File: config.mk
export PLATFORM = sky130hd
export DESIGN_NAME = dram_refresh_sched
export DESIGN_NICKNAME = d
export VERILOG_FILES = /design/src/rtl/dram_refresh_pkg.sv /design/src/rtl/refresh_interval.sv /design/src/rtl/refresh_timer.sv /design/src/rtl/refresh_seq.sv /design/src/rtl/dram_refresh_sched.sv
export SDC_FILE = /design/constraint.sdc
export NUM_CORES = 1
export LEC_CHECK = 0
export ABC_AREA = 1
export BUFFER_PORTS_ARGS = -buffer_cell sky130_fd_sc_hd__buf_2
export CAP_MARGIN = 40
export CORE_ASPECT_RATIO = 1.4
export CORE_UTILIZATION = 55
export CTS_CLUSTER_DIAMETER = 40
export DETAILED_ROUTE_END_ITERATION = 12
export PLACE_DENSITY = 0.72
export SYNTH_ARGS = -nofsm -noshare
export SYNTH_HDL_FRONTEND = slang
export SYNTH_SLANG_ARGS = --single-unit
File: constraint.sdc
create_clock -name clk -period 2.6 [get_ports clk]
set_clock_uncertainty 0.2 [all_clocks]
set_input_delay 0.65 -clock clk [delete_from_list [all_inputs] [get_ports clk]]
set_output_delay 0.65 -clock clk [all_outputs]
set_load 0.02 [all_outputs]
File: src/rtl/dram_refresh_pkg.sv
// Shared types and helpers for the DRAM refresh scheduler.
package dram_refresh_pkg;

    // Sequencer states: normal CBR refresh path, then the self-refresh path.
    typedef enum logic [3:0] {
        ST_IDLE,
        ST_REQ,
        ST_CSETUP,
        ST_RACT,
        ST_PRECH,
        ST_SR_SETUP,
        ST_SR_HOLD,
        ST_SR_SLEEP,
        ST_SR_EXIT
    } ref_state_t;

    // Larger of two integers, used to size timers.
    function automatic int max2(input int a, input int b);
        return (a > b) ? a : b;
    endfunction

endpackage

File: src/rtl/refresh_interval.sv
// Refresh interval counter and owed-refresh accumulator.
// Produces one tick every REF_INTERVAL clocks while not held; each tick adds
// one to a saturating pending count, each issued refresh removes one.
// Assumes: REF_INTERVAL >= 2, PEND_MAX >= 1. A clear overrides tick and issue.
module refresh_interval #(
    parameter  int REF_INTERVAL = 7812,
    parameter  int PEND_MAX     = 8,
    localparam int CW           = $clog2(REF_INTERVAL),
    localparam int PW           = $clog2(PEND_MAX + 1)
) (
    input  logic          clk,
    input  logic          rst_n,
    input  logic          hold,
    input  logic          issue,
    input  logic          clr,
    output logic [PW-1:0] pend_cnt,
    output logic          pend_any
);

    localparam logic [CW-1:0] LAST_CNT = CW'(REF_INTERVAL - 1);
    localparam logic [PW-1:0] PEND_TOP = PW'(PEND_MAX);

    logic [CW-1:0] int_cnt;
    logic          tick;

    // Interval counter: free-running, parked at zero while held.
    always_ff @(posedge clk) begin
        if (!rst_n)               int_cnt <= '0;
        else if (hold)            int_cnt <= '0;
        else if (int_cnt == LAST_CNT) int_cnt <= '0;
        else                      int_cnt <= int_cnt + 1'b1;
    end

    // Tick fires on the last count of each interval.
    assign tick = !hold && (int_cnt == LAST_CNT);

    // Pending count: up on tick, down on issue, saturating both ways.
    always_ff @(posedge clk) begin
        if (!rst_n)      pend_cnt <= '0;
        else if (clr)    pend_cnt <= '0;
        else begin
            case ({tick, issue})
                2'b10:   if (pend_cnt != PEND_TOP) pend_cnt <= pend_cnt + 1'b1;
                2'b01:   if (pend_cnt != '0)       pend_cnt <= pend_cnt - 1'b1;
                default: pend_cnt <= pend_cnt;
            endcase
        end
    end

    assign pend_any = (pend_cnt != '0);


    pend_range_chk: assert property (@(posedge clk) disable iff (!rst_n)
        pend_cnt <= PEND_TOP);


    tick_kept_chk: assert property (@(posedge clk) disable iff (!rst_n)
        (tick && !issue && !clr && pend_cnt != PEND_TOP) |=> pend_any);

endmodule

File: src/rtl/refresh_timer.sv
// Down-counting phase timer shared by all sequencer states.
// A load sets the count; the count then falls by one per clock to zero and
// stays there. zero reports that the current phase has run its length.
module refresh_timer #(
    parameter int W = 8
) (
    input  logic         clk,
    input  logic         rst_n,
    input  logic         load,
    input  logic [W-1:0] load_val,
    output logic         zero
);

    logic [W-1:0] cnt;

    // Load or count down, stopping at zero.
    always_ff @(posedge clk) begin
        if (!rst_n)         cnt <= '0;
        else if (load)      cnt <= load_val;
        else if (cnt != '0) cnt <= cnt - 1'b1;
    end

    assign zero = (cnt == '0);


    timer_step_chk: assert property (@(posedge clk) disable iff (!rst_n)
        (!load && !zero) |=> (cnt < $past(cnt)));

endmodule

File: src/rtl/refresh_seq.sv
// Strobe sequencer for CBR refresh and self-refresh entry/exit.
// Owns the bus request, the timing of CAS#/RAS# and the sleep acknowledge.
// Each phase lasts exactly its parameter in clocks (timer loaded with N-1).
// Assumes: the arbiter keeps bus_gnt high while bus_req is high once granted;
// all timing parameters are at least 1.
module refresh_seq
    import dram_refresh_pkg::*;
#(
    parameter int T_CSR  = 3,
    parameter int T_RAS  = 15,
    parameter int T_RP   = 10,
    parameter int T_RASS = 25000,
    parameter int T_RPS  = 33,
    parameter int TW     = 15
) (
    input  logic          clk,
    input  logic          rst_n,
    input  logic          sleep_req,
    input  logic          bus_gnt,
    input  logic          pend_any,
    input  logic          tmr_zero,
    output logic          tmr_load,
    output logic [TW-1:0] tmr_val,
    output logic          issue,
    output logic          pend_clr,
    output logic          hold_int,
    output logic          bus_req,
    output logic          ras_n,
    output logic          cas_n,
    output logic          sleep_ack
);

    ref_state_t st, nxt;
    logic       work;

    assign work = pend_any || sleep_req;

    // State register.
    always_ff @(posedge clk) begin
        if (!rst_n) st <= ST_IDLE;
        else        st <= nxt;
    end

    // Next-state, timer loads and refresh issue pulse.
    always_comb begin
        nxt      = st;
        tmr_load = 1'b0;
        tmr_val  = '0;
        issue    = 1'b0;
        case (st)
            ST_IDLE: begin
                if (work) nxt = ST_REQ;
            end
            ST_REQ, ST_PRECH: begin
                if (st == ST_REQ || tmr_zero) begin
                    if (bus_gnt && sleep_req) begin
                        nxt      = ST_SR_SETUP;
                        tmr_load = 1'b1;
                        tmr_val  = TW'(T_CSR - 1);
                    end else if (bus_gnt && pend_any) begin
                        nxt      = ST_CSETUP;
                        tmr_load = 1'b1;
                        tmr_val  = TW'(T_CSR - 1);
                        issue    = 1'b1;
                    end else if (work) begin
                        nxt = ST_REQ;
                    end else begin
                        nxt = ST_IDLE;
                    end
                end
            end
            ST_CSETUP: begin
                if (tmr_zero) begin
                    nxt      = ST_RACT;
                    tmr_load = 1'b1;
                    tmr_val  = TW'(T_RAS - 1);
                end
            end
            ST_RACT: begin
                if (tmr_zero) begin
                    nxt      = ST_PRECH;
                    tmr_load = 1'b1;
                    tmr_val  = TW'(T_RP - 1);
                end
            end
            ST_SR_SETUP: begin
                if (tmr_zero) begin
                    nxt      = ST_SR_HOLD;
                    tmr_load = 1'b1;
                    tmr_val  = TW'(T_RASS - 1);
                end
            end
            ST_SR_HOLD: begin
                if (tmr_zero) nxt = ST_SR_SLEEP;
            end
            ST_SR_SLEEP: begin
                if (!sleep_req) begin
                    nxt      = ST_SR_EXIT;
                    tmr_load = 1'b1;
                    tmr_val  = TW'(T_RPS - 1);
                end
            end
            ST_SR_EXIT: begin
                if (tmr_zero) nxt = ST_IDLE;
            end
            default: nxt = ST_IDLE;
        endcase
    end

    // Strobes and handshakes decoded from the state register.
    assign cas_n     = !(st inside {ST_CSETUP, ST_RACT, ST_SR_SETUP, ST_SR_HOLD, ST_SR_SLEEP});
    assign ras_n     = !(st inside {ST_RACT, ST_SR_HOLD, ST_SR_SLEEP});
    assign bus_req   = (st != ST_IDLE);
    assign sleep_ack = (st inside {ST_SR_SLEEP, ST_SR_EXIT});
    assign pend_clr  = (st == ST_SR_SETUP);
    assign hold_int  = (st inside {ST_SR_SETUP, ST_SR_HOLD, ST_SR_SLEEP, ST_SR_EXIT});

    // Checker state: length of the current RAS# low and high runs.
    logic [31:0] ras_lo_cnt, ras_hi_cnt;

    // Run-length counters for the acknowledge timing checks.
    always_ff @(posedge clk) begin
        if (!rst_n) begin
            ras_lo_cnt <= '0;
            ras_hi_cnt <= '0;
        end else begin
            ras_lo_cnt <= ras_n ? '0 : ((ras_lo_cnt != '1) ? ras_lo_cnt + 1 : ras_lo_cnt);
            ras_hi_cnt <= !ras_n ? '0 : ((ras_hi_cnt != '1) ? ras_hi_cnt + 1 : ras_hi_cnt);
        end
    end


    cbr_order_chk: assert property (@(posedge clk) disable iff (!rst_n)
        $fell(ras_n) |-> (!cas_n && !$past(cas_n)));


    ack_rise_chk: assert property (@(posedge clk) disable iff (!rst_n)
        $rose(sleep_ack) |-> (!ras_n && ras_lo_cnt >= 32'(T_RASS)));


    ack_fall_chk: assert property (@(posedge clk) disable iff (!rst_n)
        $fell(sleep_ack) |-> (ras_n && ras_hi_cnt >= 32'(T_RPS)));

endmodule

File: src/rtl/dram_refresh_sched.sv
// Top of the DRAM refresh scheduler: distributed CBR refresh plus
// self-refresh entry/exit. Wires the interval accumulator, phase timer and
// strobe sequencer. Strobes are meaningful only while bus_gnt is high.
// Assumes: clock-count parameters already converted from device times.
module dram_refresh_sched
    import dram_refresh_pkg::*;
#(
    parameter int REF_INTERVAL = 7812,
    parameter int PEND_MAX     = 8,
    parameter int T_CSR        = 3,
    parameter int T_RAS        = 15,
    parameter int T_RP         = 10,
    parameter int T_RASS       = 25000,
    parameter int T_RPS        = 33
) (
    input  logic clk,
    input  logic rst_n,
    input  logic sleep_req,
    output logic sleep_ack,
    output logic bus_req,
    input  logic bus_gnt,
    output logic ras_n,
    output logic cas_n
);

    localparam int TMAX = max2(max2(max2(T_CSR, T_RAS), max2(T_RP, T_RASS)), T_RPS);
    localparam int TW   = $clog2(TMAX + 1);
    localparam int PW   = $clog2(PEND_MAX + 1);

    logic          hold_int, issue, pend_clr, pend_any;
    logic [PW-1:0] pend_cnt;
    logic          tmr_load, tmr_zero;
    logic [TW-1:0] tmr_val;

    refresh_interval #(
        .REF_INTERVAL (REF_INTERVAL),
        .PEND_MAX     (PEND_MAX)
    ) u_interval (
        .clk      (clk),
        .rst_n    (rst_n),
        .hold     (hold_int),
        .issue    (issue),
        .clr      (pend_clr),
        .pend_cnt (pend_cnt),
        .pend_any (pend_any)
    );

    refresh_timer #(
        .W (TW)
    ) u_timer (
        .clk      (clk),
        .rst_n    (rst_n),
        .load     (tmr_load),
        .load_val (tmr_val),
        .zero     (tmr_zero)
    );

    refresh_seq #(
        .T_CSR  (T_CSR),
        .T_RAS  (T_RAS),
        .T_RP   (T_RP),
        .T_RASS (T_RASS),
        .T_RPS  (T_RPS),
        .TW     (TW)
    ) u_seq (
        .clk       (clk),
        .rst_n     (rst_n),
        .sleep_req (sleep_req),
        .bus_gnt   (bus_gnt),
        .pend_any  (pend_any),
        .tmr_zero  (tmr_zero),
        .tmr_load  (tmr_load),
        .tmr_val   (tmr_val),
        .issue     (issue),
        .pend_clr  (pend_clr),
        .hold_int  (hold_int),
        .bus_req   (bus_req),
        .ras_n     (ras_n),
        .cas_n     (cas_n),
        .sleep_ack (sleep_ack)
    );


    gnt_own_chk: assert property (@(posedge clk) disable iff (!rst_n)
        (!ras_n || !cas_n) |-> bus_gnt);


    req_drop_chk: assert property (@(posedge clk) disable iff (!rst_n)
        $fell(bus_req) |-> ($past(pend_cnt) == '0));


    pend_req_chk: assert property (@(posedge clk) disable iff (!rst_n)
        (pend_cnt != '0) |=> bus_req);

endmodule

==> results of run 1 <==
## routing by layer
metal  global-route usage [%]  vias up
met1                     24.0      953
met5                        0        -
met3                     4.61        9
li1                         -     1118
met4                     9.02        0
met2                     46.1       20
## worst paths after layout
| kind | from | to | slack (ps) | depth (start not counted) |
|---|---|---|---|---|
| worst max-delay path | u_timer.cnt[1]$_SDFFE_PN0P_ | u_interval.pend_cnt[2]$_SDFFE_PP0P_ | 180 | 14 |
| worst min-delay path | u_interval.int_cnt[0]$_SDFF_PP0_ | u_interval.int_cnt[0]$_SDFF_PP0_ | 240 | 1 |
| worst max register to register | u_timer.cnt[1]$_SDFFE_PN0P_ | u_interval.pend_cnt[2]$_SDFFE_PP0P_ | 180 | 14 |
| worst min register to register | u_interval.int_cnt[0]$_SDFF_PP0_ | u_interval.int_cnt[0]$_SDFF_PP0_ | 240 | 1 |
## repair_timing
action                                  4_1_cts  5_1_grt
hold endpoints to repair                      0        0
endpoints found under the setup margin        0        4
buffers inserted                              0        1
resized for setup                             0       24
## metrics by stage
stage	TNS [ps]	std cells	area [um^2]
after detailed placement	-64.1	391	2400
after CTS	0	399	2510
after global routing	-18.3	400	2610
after global placement	0	391	2400
after floorplan	0	337	2290
final	0	400	2610
## kinds of logic after synthesis
group | Yosys count | synth area share (%)
AND/OR/NAND/NOR | 187 | 39.1
adder cells (fa/ha/maj) | 7 | 4.16
flip-flops | 36 | 31.5
AO/OA/AOI/OAI | 33 | 7.99
XOR/XNOR | 17 | 6.51
buffers and inverters | 57 | 10.7
## sequential cells by signal, summed over array words and instances, names as in the netlist
register / flops
u_interval.int_cnt: 13
u_interval.pend_cnt: 4
u_seq.st: 4
u_timer.cnt: 15
## layout make-up
| type | instances | area [um^2] | area share, % |
|---|---|---|---|
| multi-input cells | 244 | 1400 | 53.7 |
| flip-flops and latches | 36 | 731 | 28.0 |
| inverters | 52 | 200 | 7.68 |
| repair buffers | 17 | 110 | 4.22 |
| clock buffers | 5 | 68.8 | 2.64 |
| well taps | 43 | 53.8 | 2.06 |
| clock inverters | 3 | 42.5 | 1.63 |
## Yosys cell counts
library cell / n / area (um^2)
sky130_fd_sc_hd__nand2_1: 71 / 267
sky130_fd_sc_hd__inv_1: 46 / 173
sky130_fd_sc_hd__nor2_1: 44 / 165
sky130_fd_sc_hd__dfxtp_1: 36 / 721
sky130_fd_sc_hd__nand3_1: 27 / 135
sky130_fd_sc_hd__a21oi_1: 18 / 90.1
sky130_fd_sc_hd__nand4_1: 10 / 62.6
sky130_fd_sc_hd__xor2_1: 10 / 87.6
sky130_fd_sc_hd__o21ai_0: 7 / 35.0
sky130_fd_sc_hd__xnor2_1: 7 / 61.3
sky130_fd_sc_hd__ha_1: 6 / 75.1
sky130_fd_sc_hd__nand2_2: 6 / 37.5
sky130_fd_sc_hd__nor2_2: 6 / 37.5
sky130_fd_sc_hd__inv_2: 4 / 15.0
sky130_fd_sc_hd__nand3_2: 4 / 40.0
sky130_fd_sc_hd__nor3_1: 4 / 20.0
sky130_fd_sc_hd__buf_6: 3 / 33.8
sky130_fd_sc_hd__nand2_4: 3 / 33.8
sky130_fd_sc_hd__nand3b_1: 3 / 22.5
sky130_fd_sc_hd__nor2_4: 3 / 33.8
sky130_fd_sc_hd__nor4_1: 3 / 18.8
sky130_fd_sc_hd__and3_1: 2 / 12.5
sky130_fd_sc_hd__o211ai_1: 2 / 15.0
sky130_fd_sc_hd__a21oi_2: 1 / 8.76
sky130_fd_sc_hd__a31oi_1: 1 / 6.26
sky130_fd_sc_hd__a41oi_1: 1 / 8.76
sky130_fd_sc_hd__buf_4: 1 / 7.51
sky130_fd_sc_hd__clkbuf_1: 1 / 3.75
sky130_fd_sc_hd__clkinv_1: 1 / 3.75
sky130_fd_sc_hd__fa_1: 1 / 20.0
sky130_fd_sc_hd__inv_6: 1 / 8.76
sky130_fd_sc_hd__nor3b_1: 1 / 7.51
sky130_fd_sc_hd__o21a_1: 1 / 7.51
sky130_fd_sc_hd__o21ai_1: 1 / 5.00
sky130_fd_sc_hd__o22ai_1: 1 / 6.26
## worst max-delay path: stages, from the launching register on
cell	delay (ps)
sky130_fd_sc_hd__dfxtp_1	330
sky130_fd_sc_hd__inv_1	100
sky130_fd_sc_hd__ha_4	150
sky130_fd_sc_hd__nand3_2	110
sky130_fd_sc_hd__nor2_4	130
sky130_fd_sc_hd__nand2_2	60
sky130_fd_sc_hd__nand2_1	70
sky130_fd_sc_hd__inv_1	70
sky130_fd_sc_hd__nor2_4	110
sky130_fd_sc_hd__ha_4	180
sky130_fd_sc_hd__inv_1	70
sky130_fd_sc_hd__fa_1	380
sky130_fd_sc_hd__xnor2_1	140
sky130_fd_sc_hd__o21ai_0	150
sky130_fd_sc_hd__a21oi_1	60
## power breakdown
part | switching, mW | internal (mW)
Clock | 0.203 | 0.284
Combinational | 0.921 | 0.585
Sequential | 0.115 | 0.676
Total | 1.24 | 1.54
==> metrics list, run 1 <==
* Die Height: 78.3 um
- The pre-antenna-repair detailed-routing pass consisted of 4 iterations.
* Largest net degree at the start of global routing: 16
- The later pin in the worst-skew pair is clocked with a latency of 290 ps.
- Core ar.: 3950 um^2
* Horizontal extent of the die: 56.5 um
- Max Transition Viols Final: 0
- Number of buffers added on ports: 7
- # hold bufs at CTS: 0
* Overall global routing resource usage: 23.7%
- The number of global-route vias before repair came to 2005.
- Summed over all cells, the static leakage comes to 1.24 nW.
- Once the floorplan was initialized, standard cells occupied 57.8% of the core.
- Once layout is complete, the utilization of the core stands at 66.0%.
- Detailed-routed wire length on met3: 92 um
* Total wire length: 4.93 mm
- The library cell used most frequently in the layout, excluding fill and tap cells, is sky130_fd_sc_hd__nand2_1.
- Clock root buffer: sky130_fd_sc_hd__clkbuf_8
- Max Used Layer: met4
* Cell Area, Synth: 2290 um^2
- By startpoint and endpoint, the worst setup path is classified as register to register.
- The hold violation count in the final report came to 0.
* Post-route total power: 2.78 mW
* Count of endpoints failing setup in the final report: 0
- In this run, CTS created clock tree buffers numbering 5.
* Area enclosed by the die boundary: 4420 um^2
* Routed length per instance: 12.3 um
- Number of buffers on the longest clock path: 2
- DR vias/cell: 5.25
- TritonCTS clock tree: built
* Wire length of the first global-routing pass: 8.29 mm
* P per Cell Area: 1070 nW/um^2
- From synthesis to final layout, the design area changed by 14.1%.
* Met1 layer wirelength in the final routing: 2.02 mm
- The tightest min-delay check is of the register to register type.
- Post-detailed-placement half-perimeter wirelength: 3.82 mm
* Setup crit end kind: register
- Post-route setup slack: 179 ps
- The post-route netlist has 19.3% of its cells at a drive strength greater than 1.
* Crit path required time: 2560 ps
* Layout net count: 367
- Outcome: completed
- The layout has 373 filler cells.
* Max-cap viol count: 0
- Launching element type of the critical path: register
- In this run, synthesis produced a sequential element count of 36.
* Worst slack after detailed placement: -26.9 ps
* Leading cell types in the layout, fill and taps excluded: 71 x sky130_fd_sc_hd__nand2_1, 44 x sky130_fd_sc_hd__inv_1, 42 x sky130_fd_sc_hd__nor2_1
- At the pin with the least slew margin, the transition time is 350 ps.
* Endpoint arrival time on the critical path: 2380 ps
* Total met2 wirelength after detailed routing: 2.71 mm
- For this run, design rule violations remaining after detail routing come to 0.
- Summing over every cut layer, the via total after detailed routing is 2100.
- Final critical-path required period: 2420 ps
- The synthesized netlist contains 35 unique library cells.
* Syn avg cell area: 6.78 um^2
- Number of diodes added for antenna fixing: 0
* Worst IR Drop VDD: 0.740 mV
- Of the available clock period, the critical path in the final layout requires 93.1%.
- Number of standard cells after synthesis: 337
* Number of nets produced by synthesis: 348
* Initial antenna violation count: 0
- In this run the number of H-tree levels came out at 2.
- At the end of routability-driven placement, the weighted congestion stood at 0.860.
- Proportion of synthesized chip area in sequential cells: 31.5%
- Yosys warnings: 0
* Clk pin slew, worst setup/hold paths: 70 ps
* Number of DRC markers after the initial detailed-route iteration: 71
- In this run the tightest slew margin relative to its limit is 76.5%.
- Highest fanout seen on the critical path: 4
* Top achievable clock speed: 0.413 GHz
- Number of sinks driven by the clock tree: 36
- Count of pins on the block boundary: 8
- The floorplan has 27 rows.
- Sum of overflow across all layers after global routing: 0
* Final hold slack: 243 ps
* DRT antenna net count: 0
Power figures use the tool's default switching activity.
==> run 2, diff against run 1 <==
- SKIP_CTS_REPAIR_TIMING: not set -> 1
- SYNTH_HIERARCHICAL: not set -> 1
==> run 2 against run 1 <==
Die area grew 9.3%. Non-clock buffer count is 3 lower. Synthesized cell count grew 11%. Utilization fell by 2.4 points. Power rose by 16%. Sequential power up 5.8%. Clock power grew 11%. Fmax shrank 0.78%. Critical endpoint is now u_interval/pend_cnt[2]$_SDFFE_PP0P_.
==> metrics list, run 2 <==
- Final critical-path required period: 2440 ps (+19.1 ps)
- The number of buffers on the longest clock path was 2 (unchanged).
* Highest fanout seen on the critical path: 6 (+2)
- DRT antenna net count: 0 (unchanged)
* Critical path class: register to register
- Top cells by count, synth: 90 x sky130_fd_sc_hd__nand2_1, 46 x sky130_fd_sc_hd__nor2_1, 40 x sky130_fd_sc_hd__inv_1
- TritonCTS clock tree: built
- The total non-filler cell area in the finished layout is 2740 um^2 (+5.1%).
- The remaining design rule violation count was 0 (unchanged).
- The worst-skew pair later-pin latency was 280 ps (about the same).
- The cell area after placement is 2580 um^2 (+7.8%).
- Static Leakage: 1.23 nW (-0.60%)
- The clock sink count was 36 (unchanged).
* Largest area contributor in the synthesized netlist: sky130_fd_sc_hd__dfxtp_1
* Number of diodes added for antenna fixing: 0 (unchanged)
- Synth cell types: 41 (+17%)
- The wire length per cell after detailed routing is 10.5 um (-14%).
- Number of placement rows: 28 (+3.7%)
- Total iterations of the first detailed-routing run: 4 (unchanged)
* Number of buffers added on ports: 7 (unchanged)
- Post-synthesis sequential element count: 36 (unchanged)
- Total of fill cells in the finished design: 420 (+13%)
- DR vias/cell: 4.95 (-5.7%)
- The fmax is 0.410 GHz (-0.78%).
- Hold path start: u_interval/int_cnt[12]$_SDFF_PP0_
- Proportion of synthesized chip area in sequential cells: 28.8% (-2.8 points)
* Launching element type of the critical path: register
- The final standard cell count with taps included and fillers excluded is 450 (+13%).
- Crit path required time: 2580 ps (+20 ps)
- The number of flip-flops under the largest register name was 15 (unchanged).
- Starting Density: 58.2% (+0.32 points)
- The Yosys warning count is 6 (+6).
- Initial antenna violation count: 0 (unchanged)
- The most used flip-flop cell after synthesis is sky130_fd_sc_hd__dfxtp_1.
- The number of enable-type register cells in the synthesized netlist was 0 (unchanged).
* Max-cap viol count: 0 (unchanged)
- By instance count, the leading cell after synthesis is sky130_fd_sc_hd__nand2_1.
* Leading cell types in the layout, fill and taps excluded: 90 x sky130_fd_sc_hd__nand2_1, 46 x sky130_fd_sc_hd__nor2_1, 39 x sky130_fd_sc_hd__inv_1
* Post-detailed-placement half-perimeter wirelength: 3.64 mm (-4.7%)
- The number of buffers created by CTS was 5 (unchanged).
- The number of placed instances, taps included was 439 (+12%).
- The max-slew violation total from the final report is 0 (unchanged).
- Endpoint arrival time on the critical path: 2420 ps (+40 ps)
* Clock root buffer: sky130_fd_sc_hd__clkbuf_8
* Sum of negative setup slack: 0 ps (unchanged)
- The area enclosed by the die boundary was 4830 um^2 (+9.3%).
- The total detailed-routing wirelength is 4.75 mm (-3.6%).
* Via count of the routed design: 2229 (+6.1%)
- The async set or reset register ratio after synthesis was 0% (unchanged).
- Worst IR Drop VDD: 0.820 mV (+11%)
* Cell Area, Synth: 2510 um^2 (+9.6%)
- Sum of overflow across all layers after global routing: 0 (unchanged)
- Layout net count: 396 (+7.9%)
* Signed area change from the synthesized netlist to the final layout: 9.39%
* Clk pin slew, worst setup/hold paths: 80 ps (about the same)
* Final hold slack: 258 ps (+14.2 ps)
- In this run the critical register-to-register path is launched from u_timer/cnt[0]$_SDFFE_PN0P_.
- The top cell type's share of synthesized area is 28.8% (-2.8 points).
* Most common cell after layout, fill and taps aside: sky130_fd_sc_hd__nand2_1
- Share of final-layout standard cells stronger than drive strength 1: 21.8% (+2.5 points)
- Count of endpoints failing setup in the final report: 0 (unchanged)
- The global-route wire length before repair is 8.05 mm (-2.9%).
- Horizontal extent of the die: 59.1 um (+4.5%)
- Largest net degree at the start of global routing: 12 (-4)
- Unrepaired setup endpoints after global routing: false
- Count of pins on the block boundary: 8 (unchanged)
- Register ranked first by flip-flop count: u_timer/cnt
- The routability congestion estimate was 0.910 (+5.9%).
- The mean post-synth cell area was 6.68 um^2 (-1.5%).
- In this run the worst hold path is classified as register to register.
* Die Height: 81.9 um (+4.6%)
- The number of global-route vias before repair was 1916 (-4.4%).
* Final Hold Fails: 0 (unchanged)
- Period utilisation layout: 93.9% (+0.73 points)
* P per Cell Area: 1180 nW/um^2 (+10%)
- The final standard cell utilization of the core came to 63.6% (-2.4 points).
* Overall global routing resource usage: 21.7% (-1.9 points)
- Number of DRC markers after the initial detailed-route iteration: 92 (+30%)
* Level count of the clock H-tree: 2 (unchanged)
- The most critical setup path has its startpoint at u_timer/cnt[0]$_SDFFE_PN0P_.
- Core ar.: 4310 um^2 (+9.0%)
* Leading post-synthesis cells by cell area: sky130_fd_sc_hd__dfxtp_1 29%, sky130_fd_sc_hd__nand2_1 13%, sky130_fd_sc_hd__nor2_1 6.9%
* Number of standard cells after synthesis: 375 (+11%)
- Outcome: completed
* Setup crit end kind: register
- Largest registers: u_timer/cnt: 15 flops, u_interval/int_cnt: 13 flops
[run 2: cell count changes after synthesis, moves of 6 or more]
cell	delta
sky130_fd_sc_hd__nand2_1	+19
sky130_fd_sc_hd__nor2_2	+9
sky130_fd_sc_hd__buf_4	+8
sky130_fd_sc_hd__a21oi_1	+7
sky130_fd_sc_hd__nand3_1	-7
sky130_fd_sc_hd__inv_1	-6
sky130_fd_sc_hd__nand4_1	-6
[run 2: worst paths after layout]
| path | depth (start not counted) | slack, ps | to |
|---|---|---|---|
| worst max register to register | 17 | 160 | u_interval/pend_cnt[2]$_SDFFE_PP0P_ |
| worst min register to register | 1 | 260 | u_interval/int_cnt[12]$_SDFF_PP0_ |
| worst min-delay path | 1 | 260 | u_interval/int_cnt[12]$_SDFF_PP0_ |
| worst max-delay path | 17 | 160 | u_interval/pend_cnt[2]$_SDFFE_PP0P_ |
[run 2: final cells by class]
type	instances	area, um^2	area share, %
Tap cell	60	75.1	2.74
Sequential cell	36	721	26.3
Inverter	48	188	6.85
Multi-Input combinational cell	284	1540	56.3
Timing Repair Buffer	14	87.6	3.19
Clock buffer	7	96.3	3.51
Clock inverter	1	30.0	1.10
[run 2: kinds of logic after synthesis]
logic type	share of synthesized area, %
AOI/OAI and AO/OA	10.7
xor gates and xnor gates	3.79
adders and majority gates	1.50
buffers and inverters	10.7
DFF	28.8
other	0.150
and+or+nand+nor	44.4
[run 2: metal layers]
layer  vias to the layer above  track usage [%]  wire length (um)
met5                         -                0                 0
met4                         0             8.33                73
met3                         8             4.09               112
met2                        22             38.2              2350
met1                       999             25.7              2210
li1                       1200                -                 -
[run 2: per-stage QoR]
step	setup slack, ps	power (mW)
after CTS	-0.271	3.23
after detailed placement	26.0	2.67
after global routing	10.5	3.53
after floorplan	111	2.32
after global placement	72.5	2.65
final	160	3.22
[run 2: power by group]
group / switching [mW] / leakage, nW / internal (mW)
Clock: 0.205 / 0.0645 / 0.339
Sequential: 0.144 / 0.294 / 0.693
Combinational: 1.16 / 0.873 / 0.684
Total: 1.51 / 1.23 / 1.72
[run 2: worst max-delay path, stage by stage (launching register included)]
cell,delay (ps)
sky130_fd_sc_hd__dfxtp_1,330
sky130_fd_sc_hd__inv_1,110
sky130_fd_sc_hd__ha_2,190
sky130_fd_sc_hd__nand2_2,110
sky130_fd_sc_hd__nor2_8,140
sky130_fd_sc_hd__nand3_2,90
sky130_fd_sc_hd__inv_1,100
sky130_fd_sc_hd__inv_4,30
sky130_fd_sc_hd__nand2_1,70
sky130_fd_sc_hd__and3_4,240
sky130_fd_sc_hd__nand3_2,110
sky130_fd_sc_hd__nand2_2,90
sky130_fd_sc_hd__inv_2,40
sky130_fd_sc_hd__ha_1,160
sky130_fd_sc_hd__inv_1,50
sky130_fd_sc_hd__nand2_1,50
sky130_fd_sc_hd__xor2_1,150
sky130_fd_sc_hd__a21oi_1,70
==> run 3, diff against run 2 <==
- CORE_UTILIZATION: 55 -> 25
- PLACE_DENSITY: 0.72 -> 0.37
- SLEW_MARGIN: not set -> 20
==> run 3 against run 2 <==
Hold slack better by 1.3 ps. Cell area is 5.9% higher. Combinational power is 6% higher. Non-clock buffer count is 4 higher. Highest routed layer unchanged. Fmax is 3.3% higher. First-iteration DRC count is 27% lower. Clock power is 29% higher. Critical endpoint unchanged. Via count hardly changed. Power is 8.3% higher. Global-route usage is 9.0 points lower. Sequential share of layout area is 1.5 points lower. Sequential cell count stayed put.
==> metrics list, run 3 (same netlist as run 2, synthesis figures left out) <==
- The remaining number of nets flagged by the antenna check after routing was 0 (unchanged).
* Number of buffers on the longest clock path: 2 (unchanged)
- Clock root buffer: sky130_fd_sc_hd__clkbuf_16
- The clock sink count was 36 (unchanged).
- u_timer/cnt holds more flip-flops than any other register.
- The leakage component of the power came to 1.26 nW (+2.5%).
- Final hold slack: 259 ps (+1.25 ps)
- Launching element type of the critical path: register
- Clk pin slew, worst setup/hold paths: 60 ps (-20 ps)
- The number of buffers created by CTS is 5 (unchanged).
- Number of buffers added on ports: 7 (unchanged)
* Final Hold Fails: 0 (unchanged)
* Worst IR Drop VDD: 0.511 mV (-38%)
* Period utilisation layout: 90.9% (-3.0 points)
- Reg-to-reg slack, setup: 240 ps (+80 ps)
- The library cell used most frequently in the layout, excluding fill and tap cells, is sky130_fd_sc_hd__nand2_1.
- Outcome: completed
- The number of placed instances, taps included is 518 (+18%).
- Residual DRC count: 0 (unchanged)
* TritonCTS clock tree: built
* Total wire length: 5.89 mm (+24%)
- The effective utilization at floorplan was 26.1% (-32 points).
- Largest registers: u_timer/cnt: 15 flops, u_interval/int_cnt: 13 flops
- The switching share of total power was 46.2% (-0.58 points).
* Max Transition Viols Final: 0 (unchanged)
* Total iterations of the first detailed-routing run: 4 (unchanged)
* Clock latency of the later-clocked register in the worst-skew pair: 290 ps (about the same)
- Level count of the clock H-tree: 2 (unchanged)
- The sum of overflow across all layers after global routing is 0 (unchanged).
- Net load switching power: 1.61 mW (+6.9%)
* Kind of path behind the tightest hold check: register to register
- Highest fanout seen on the critical path: 6 (unchanged)
* Overall global routing resource usage: 12.7% (-9.0 points)
- Worst slack after detailed placement: 74.9 ps (+49.0 ps)
- Largest net degree at the start of global routing: 13 (+1)
* Routed length per instance: 11.2 um (+6.1%)
- The violation count after the first detailed-route iteration was 67 (-27%).
- The area enclosed by the die boundary was 10400 um^2 (+120%).
* Die Height: 120 um (+47%)
- Vias in the first global route: 2239 (+17%)
- The number of flip-flops under the largest register name is 15 (unchanged).
- The post-layout minimum cycle time is 2360 ps (-77.0 ps).
* Global placer's final weighted congestion: 0.798 (-12%)
- The setup slack of the critical path after layout is 237 ps (+77.0 ps).
- Wire length of the first global-routing pass: 10.3 mm (+28%)
* Number of placement rows: 42 (+50%)
- The share of total power in the clock network is 20.1% (+3.2 points).
- The final antenna diode count is 0 (unchanged).
- Count of endpoints failing setup in the final report: 0 (unchanged)
- The number of maximum-capacitance constraint violations is 0 (unchanged).
* Gate power share: 55.8% (-1.4 points)
- Core ar.: 9620 um^2 (+120%)
- Count of pins on the block boundary: 8 (unchanged)
* Share of final-layout standard cells stronger than drive strength 1: 22.8% (+1.0 points)
* Horizontal extent of the die: 86.6 um (+47%)
- Sequential fraction of design power: 24.0% (-2.0 points)
* Post-Layout Cell Count: 526 (+17%)
* Via count of the routed design: 2227 (-0.090%)
- The detailed-route vias per instance came to 4.23 (-15%).
- Crit path required time: 2620 ps (+40 ps)
* Leading cell types in the layout, fill and taps excluded: 90 x sky130_fd_sc_hd__nand2_1, 46 x sky130_fd_sc_hd__nor2_1, 38 x sky130_fd_sc_hd__inv_1
- The post-route setup TNS came to 0 ps (unchanged).
* Endpoint arrival time on the critical path: 2390 ps (-30 ps)
- Post-detailed-placement half-perimeter wirelength: 4.65 mm (+28%)
- The initial antenna violation count came to 0 (unchanged).
- The worst setup path is of the register to register kind.
* Total of fill cells in the finished design: 1081 (+160%)
* Unrepaired setup endpoints after global routing: false
* P per Cell Area: 1200 nW/um^2 (+2.2%)
* Internal cell power: 1.88 mW (+9.4%)
- The number of nets in the layout was 400 (+1.0%).
- The fmax is 0.423 GHz (+3.3%).
- The worst setup path is captured at a register.
* Signed area change from the synthesized netlist to the final layout: 15.8%
-- run 3: cell types whose count changed in the layout (fill, tap and decap cells not counted), sizes merged --
cell      previous run  this run
clkinvlp             0         1
clkinv               0         1
clkbuf               7         5
buf                 14        18
-- run 3: worst paths after layout --
| kind | depth (start not counted) | from | endpoint |
|---|---|---|---|
| setup / recovery | 17 | u_timer/cnt[0]$_SDFFE_PN0P_ | u_interval/pend_cnt[2]$_SDFFE_PP0P_ |
| hold / removal | 1 | u_interval/int_cnt[12]$_SDFF_PP0_ | u_interval/int_cnt[12]$_SDFF_PP0_ |
| setup reg to reg | 17 | u_timer/cnt[0]$_SDFFE_PN0P_ | u_interval/pend_cnt[2]$_SDFFE_PP0P_ |
| hold reg to reg | 1 | u_interval/int_cnt[12]$_SDFF_PP0_ | u_interval/int_cnt[12]$_SDFF_PP0_ |
-- run 3: routing by layer --
layer / GRT usage, % / wire (um)
met5: 0 / 0
met4: 5.21 / 131
met2: 23.1 / 3050
met3: 2.18 / 123
met1: 14.3 / 2580
-- run 3: cell type report --
type	instances	area [um^2]	area share, %
inverter	48	188	6.47
multi-input combinational	284	1540	53.2
tap	132	165	5.69
sequential	36	721	24.8
clock inverter	3	42.5	1.47
timing repair buffer	18	118	4.05
clock buffer	5	125	4.31
-- run 3: metrics by stage --
stage	instance area, um^2	total power, mW	util (%)
floorplan	2520	2.32	-
global placement	2730	2.85	28.4
detailed placement	2730	2.82	28.4
CTS	2900	3.54	30.1
global route	2900	3.84	30.2
finish	2900	3.49	30.2
-- run 3: power by group through the flow --
stage / clock [mW] / sequential [mW] / combinational, mW
after CTS: 0.733 / 0.840 / 1.97
after floorplan: 0 / 0.821 / 1.50
after detailed placement: 0 / 0.852 / 1.96
after global placement: 0 / 0.853 / 1.99
final: 0.703 / 0.837 / 1.95
after global routing: 0.747 / 0.856 / 2.24
-- run 3: worst max-delay path: stages, from the launching register on --
cell and delay (ps):
sky130_fd_sc_hd__dfxtp_1 330, sky130_fd_sc_hd__inv_1 80, sky130_fd_sc_hd__ha_2 190, sky130_fd_sc_hd__nand2_2 110, sky130_fd_sc_hd__nor2_8 130, sky130_fd_sc_hd__nand3_2 90
sky130_fd_sc_hd__inv_2 80, sky130_fd_sc_hd__inv_4 30, sky130_fd_sc_hd__nand2_1 70, sky130_fd_sc_hd__and3_4 230, sky130_fd_sc_hd__nand3_2 110, sky130_fd_sc_hd__nand2_2 90
sky130_fd_sc_hd__inv_2 40, sky130_fd_sc_hd__ha_1 160, sky130_fd_sc_hd__inv_1 50, sky130_fd_sc_hd__nand2_1 60, sky130_fd_sc_hd__xor2_1 160, sky130_fd_sc_hd__a21oi_1 110
